$ cat config.mk
export PLATFORM = sky130hd
export DESIGN_NAME = adc_lane_deser
export DESIGN_NICKNAME = d
export VERILOG_FILES = /design/src/rtl/adc_deser_pkg.sv /design/src/rtl/adc_frame_align.sv /design/src/rtl/adc_lane_shifter.sv /design/src/rtl/adc_word_mapper.sv /design/src/rtl/adc_lane_deser.sv
export SDC_FILE = /design/constraint.sdc
export NUM_CORES = 1
export LEC_CHECK = 0
export CAP_MARGIN = 20
export CORE_ASPECT_RATIO = 1.25
export CORE_MARGIN = 2
export CORE_UTILIZATION = 31
export CTS_BUF_LIST = sky130_fd_sc_hd__clkbuf_8
export CTS_CLUSTER_DIAMETER = 100
export DETAILED_ROUTE_END_ITERATION = 10
export REMOVE_ABC_BUFFERS = 1
export SETUP_SLACK_MARGIN = 0.4
export SLEW_MARGIN = 20
export SYNTH_ARGS = -nofsm -noshare
export SYNTH_HDL_FRONTEND = slang
export SYNTH_SLANG_ARGS = --single-unit
$ cat constraint.sdc
create_clock -name clk -period 2.15 [get_ports clk]
set_input_delay 0.43 -clock clk [delete_from_list [all_inputs] [get_ports clk]]
set_output_delay 0.43 -clock clk [all_outputs]
set_load 0.01 [all_outputs]
$ cat src/rtl/adc_deser_pkg.sv
package adc_deser_pkg;
  localparam int unsigned SAMPLE_W  = 16;
  localparam int unsigned NUM_LANES = 2;
  localparam int unsigned LANE_W    = SAMPLE_W / NUM_LANES;

  typedef enum logic {
    MAP_BITWISE  = 1'b0,
    MAP_BYTEWISE = 1'b1
  } lane_map_e;

  typedef enum logic {
    RATE_SDR = 1'b0,
    RATE_DDR = 1'b1
  } bit_rate_e;
endpackage

$ cat src/rtl/adc_frame_align.sv
module adc_frame_align #(
  parameter int unsigned LANE_W = 8
) (
  input  logic clk,
  input  logic rst_n,
  input  logic frame_in,
  input  logic ddr_sel,
  input  logic byte_sel,
  output logic shift_en,
  output logic eff_ddr,
  output logic eff_byte,
  output logic word_done,
  output logic frame_err
);
  localparam int unsigned CW = $clog2(LANE_W + 1);
  localparam logic [CW-1:0] BEATS_SDR = CW'(LANE_W);
  localparam logic [CW-1:0] BEATS_DDR = CW'(LANE_W / 2);

  logic          frame_q;
  logic [CW-1:0] cnt, cnt_inc, cnt_nxt, beats;
  logic          cur_ddr, cur_byte;
  logic          fr_edge;

  assign fr_edge  = frame_in & ~frame_q;
  assign eff_ddr  = fr_edge ? ddr_sel  : cur_ddr;
  assign eff_byte = fr_edge ? byte_sel : cur_byte;
  assign beats    = eff_ddr ? BEATS_DDR : BEATS_SDR;
  assign shift_en = fr_edge | (cnt != '0);
  assign cnt_inc  = fr_edge ? CW'(1) : CW'(cnt + 1'b1);
  assign word_done = shift_en && (cnt_inc == beats);
  assign frame_err = fr_edge && (cnt != '0);

  always_comb begin
    if (!shift_en || word_done) cnt_nxt = '0;
    else                        cnt_nxt = cnt_inc;
  end

  always_ff @(posedge clk) begin
    if (!rst_n) begin
      frame_q  <= 1'b0;
      cnt      <= '0;
      cur_ddr  <= 1'b0;
      cur_byte <= 1'b0;
    end else begin
      frame_q <= frame_in;
      cnt     <= cnt_nxt;
      if (fr_edge) begin
        cur_ddr  <= ddr_sel;
        cur_byte <= byte_sel;
      end
    end
  end


  cnt_range_chk: assert property (@(posedge clk) disable iff (!rst_n)
    cnt < BEATS_SDR);
endmodule

$ cat src/rtl/adc_lane_shifter.sv
module adc_lane_shifter #(
  parameter int unsigned LANE_W    = 8,
  parameter int unsigned NUM_LANES = 2
) (
  input  logic                               clk,
  input  logic                               rst_n,
  input  logic                               shift_en,
  input  logic                               ddr,
  input  logic [NUM_LANES-1:0]               rise_bits,
  input  logic [NUM_LANES-1:0]               fall_bits,
  output logic [NUM_LANES-1:0][LANE_W-1:0]   lane_next
);
  logic [NUM_LANES-1:0][LANE_W-1:0] lane_q;

  for (genvar l = 0; l < NUM_LANES; l++) begin : g_lane
    always_comb begin
      if (!shift_en)  lane_next[l] = lane_q[l];
      else if (ddr)   lane_next[l] = {lane_q[l][LANE_W-3:0], rise_bits[l], fall_bits[l]};
      else            lane_next[l] = {lane_q[l][LANE_W-2:0], rise_bits[l]};
    end

    always_ff @(posedge clk) begin
      if (!rst_n) lane_q[l] <= '0;
      else        lane_q[l] <= lane_next[l];
    end
  end
endmodule

$ cat src/rtl/adc_word_mapper.sv
module adc_word_mapper #(
  parameter int unsigned LANE_W = 8
) (
  input  logic [1:0][LANE_W-1:0] lanes,
  input  logic                   byte_mode,
  output logic [2*LANE_W-1:0]    word
);
  logic [2*LANE_W-1:0] interleaved;

  for (genvar k = 0; k < LANE_W; k++) begin : g_bit
    assign interleaved[2*k]   = lanes[0][k];
    assign interleaved[2*k+1] = lanes[1][k];
  end

  assign word = byte_mode ? {lanes[1], lanes[0]} : interleaved;
endmodule

$ cat src/rtl/adc_lane_deser.sv
module adc_lane_deser
  import adc_deser_pkg::*;
#(
  parameter int unsigned SAMPLE_BITS = SAMPLE_W
) (
  input  logic                   clk,
  input  logic                   rst_n,
  input  logic [1:0]             rise_bits,
  input  logic [1:0]             fall_bits,
  input  logic                   frame_in,
  input  logic                   ddr_sel,
  input  logic                   byte_sel,
  output logic                   out_valid,
  output logic [SAMPLE_BITS-1:0] out_data,
  output logic                   align_err
);
  localparam int unsigned LW = SAMPLE_BITS / 2;

  logic               shift_en, eff_ddr, eff_byte, word_done, frame_err;
  logic [1:0][LW-1:0] lane_next;
  logic [SAMPLE_BITS-1:0] word;

  adc_frame_align #(.LANE_W(LW)) u_align (
    .clk(clk), .rst_n(rst_n), .frame_in(frame_in),
    .ddr_sel(ddr_sel), .byte_sel(byte_sel),
    .shift_en(shift_en), .eff_ddr(eff_ddr), .eff_byte(eff_byte),
    .word_done(word_done), .frame_err(frame_err)
  );

  adc_lane_shifter #(.LANE_W(LW), .NUM_LANES(2)) u_shift (
    .clk(clk), .rst_n(rst_n), .shift_en(shift_en), .ddr(eff_ddr),
    .rise_bits(rise_bits), .fall_bits(fall_bits), .lane_next(lane_next)
  );

  adc_word_mapper #(.LANE_W(LW)) u_map (
    .lanes(lane_next), .byte_mode(eff_byte), .word(word)
  );

  always_ff @(posedge clk) begin
    if (!rst_n) begin
      out_valid <= 1'b0;
      out_data  <= '0;
      align_err <= 1'b0;
    end else begin
      out_valid <= word_done;
      align_err <= frame_err;
      if (word_done) out_data <= word;
    end
  end


  no_double_valid_chk: assert property (@(posedge clk) disable iff (!rst_n)
    out_valid |=> !out_valid);


  err_needs_frame_chk: assert property (@(posedge clk) disable iff (!rst_n)
    align_err |-> $past(frame_in));


  err_valid_excl_chk: assert property (@(posedge clk) disable iff (!rst_n)
    !(align_err && out_valid));
endmodule

==> results.cfg <==
[flow_run]
drv_cap = 0

[yosys]
async_flop_share_pct = 0
ys_top_cells_by_area = dfxtp_1 (37%), a31oi_1 (8.1%), o21ai_0 (6.0%)
synth.most_common_cell = dfxtp_1
synth_ff_type = dfxtp_1
post-synth-top-area-fraction_pct = 37.2
synth_warnings = 0
synth_common_cells = dfxtp_1 (40), nand2_1 (33), a31oi_1 (28)
synth-seq-cells = 40
synth_edf_count = 0
yosys.cell_types.count = 46
avgSynthCellArea_um2 = 8.79
synth-seq-area-share_pct = 37.2
synth_cells = 245
syn-cell-area_um2 = 2150
yosys.area.top_type = dfxtp_1

[global_route]
antenna_found_initial = 0
grt_pass1_wl_um = 9980
grt_pass1_vias = 2064
overflow = 0
grt_max_degree = 34
grt_usage_pct = 16.2

[placed_design]
dp_hpwl_um = 3900
place_congestion = 0.816
place_ws_ns = -0.245
portBuffers = 26
dpl.cell_count = 375
placed_area_um2 = 2680

[clock_network]
insertion_delay_ns = 0.30
cts_made_buffers = 5
clock-sinks = 40
cts_tree = yes
root_buffer = clkbuf_8
cts_htree_levels = 2
path_clk_slew_ns = 0.08
clockBufferDepth = 2

[power_and_ir_drop]
ir_drop_mv = 0.251
power.total_mw = 1.92
p_sw_share_pct = 30.6
leakage_nw = 1.16
pwr_density_cell_nw_per_um2 = 610
power_frac_clock_pct = 28.1
p_switching_mw = 0.587
pwr-share-seq_pct = 43.1
internal-power_mw = 1.33
power.share.combinational_pct = 28.8

[final_layout]
fin_util_pct = 47.3
diodes = 0
synthToLayoutAreaGrowth_pct = 46.0
n_fill_cell = 630
drive_above_1_share_pct = 32.6
design_area_um2 = 3140
nNetsFinal = 317
final_cells = 394

[detailed_routing]
via_per_inst = 5.40
drt-total-wl_um = 6250
post_drt_wl_per_cell_um = 15.9
postRouteAntennaNets = 0
top_layer = met4
wl_met1_um = 2770
dr.pass1.iters = 5
wl_met3_um = 217
wl_met2_um = 3160
drc_errors = 0
dr_total_vias = 2128
drt_iter0_drc = 115

[die]
fp.dieH_um = 97.2
initial_core_util_pct = 32.4
core-area_um2 = 6650
io_pins = 27
fp.dieW_um = 78.5
rows = 33
die_area_um2 = 7630

[timing]
min_period_ns = 1.97
finalSetupViolations = 0
clock.fmax_ghz = 0.506
relSlewSlack_pct = 77.5
tightest_slew_ns = 0.337
whs_ns = 0.507
setup_tns_ns = 0
hold_viol = 0
fin_ws_ns = 0.175
finClkSkew_ns = 0.00709
fin_crit_sh_pct = 91.8
drv_slew = 0
rsz0062_at_grt = yes

[worst_setup_path]
critPathKind = reg -> reg
ff2ff_setup_slack_ns = 0.18
worst_ep_arrival_time_ns = 2.22
critPathCaptureType = flop
r2r_start = u_align.cnt[1]
start_kind = flop
r2r_end = out_data[6]
reg2reg_depth = 8
startpoint = u_align.cnt[1]
critPathRequiredTime_ns = 2.40
path_max_fanout = 5

[hold_path]
hp-start = out_data[15]
worstHoldPathCells = 1
hold_path_class = reg -> reg
min_to = out_data[15]

[run_status]
outcome = finished, final reports clean
[cell type report]
cell class	instances	area, um^2	area share (%)
Inverter	6	27.5	0.875
Clock buffer	6	82.6	2.63
Multi-Input combinational cell	179	1290	41.1
Tap cell	87	109	3.46
Sequential cell	40	805	25.6
Timing Repair Buffer	74	816	25.9
Clock inverter	2	11.3	0.358
[critical path, stage by stage (launching register included)]
cell       delay (ns)
dfxtp_2          0.33
inv_2            0.06
ha_4             0.15
or3b_4           0.38
nand2b_4         0.20
bufbuf_16        0.28
buf_4            0.14
a311oi_2         0.22
o31a_1           0.16
[power by group through the flow]
| stage | logic (mW) | registers (mW) | clock network [mW] |
|---|---|---|---|
| after global placement | 0.421 | 0.836 | 0 |
| final | 0.552 | 0.826 | 0.539 |
| after global routing | 0.599 | 0.832 | 0.580 |
| after detailed placement | 0.430 | 0.836 | 0 |
| after floorplan | 0.235 | 0.829 | 0 |
| after CTS | 0.517 | 0.820 | 0.554 |
[placed cells by master, fill, tap and decap left out, drive strengths merged, types with 5 or more instances in the layout]
cell type,count
clkbuf,8
a211oi,5
clkdlybuf4s50,25
a31oi,29
buf,44
o21a,5
dfxtp,40
inv,7
o21ai,35
nand2,33
a311o,13
o31a,5
nor2,13
[cell families (layout without fill, tap and decap cells)]
| group | count (synthesis) | in the layout | synth area share, % |
|---|---|---|---|
| AO/OA/AOI/OAI | 108 | 108 | 36.0 |
| AND/OR/NAND/NOR | 63 | 63 | 14.5 |
| flip-flops | 40 | 40 | 37.2 |
| buffers and inverters | 26 | 88 | 8.48 |
| multiplexers | 4 | 4 | 1.92 |
| adder cells (fa/ha/maj) | 2 | 2 | 1.16 |
| XOR/XNOR | 2 | 2 | 0.814 |
[layer usage]
metal / track usage [%] / vias up
met5: 0 / -
met3: 3.16 / 9
li1: - / 1064
met4: 5.67 / 0
met2: 27.7 / 52
met1: 20.1 / 1003
[registers in the layout, indices dropped and copies added, names as in the netlist]
name,flops
align_err,1
u_align.cur_byte,1
u_align.cnt,4
out_valid,1
out_data,16
u_shift.lane_q,15
u_align.cur_ddr,1
u_align.frame_q,1
[worst max path at each step]
stage / slack (ns) / endpoint
after floorplan: -0.62 / out_data[11]
after global placement: -0.20 / out_data[8]
final: 0.18 / out_data[6]
after global routing: 0.11 / out_data[4]
after CTS: 0.21 / out_data[13]
after detailed placement: -0.25 / out_data[1]
[timing repair]
action | in CTS | in global routing
pin swaps | 6 | 4
buffers inserted | 4 | 2
gates resized for setup | 28 | 30
setup endpoints to repair | 27 | 26
gates cloned | 3 | 2
hold buffers | 0 | 0
Note: power is estimated with default switching activity, not from simulation.
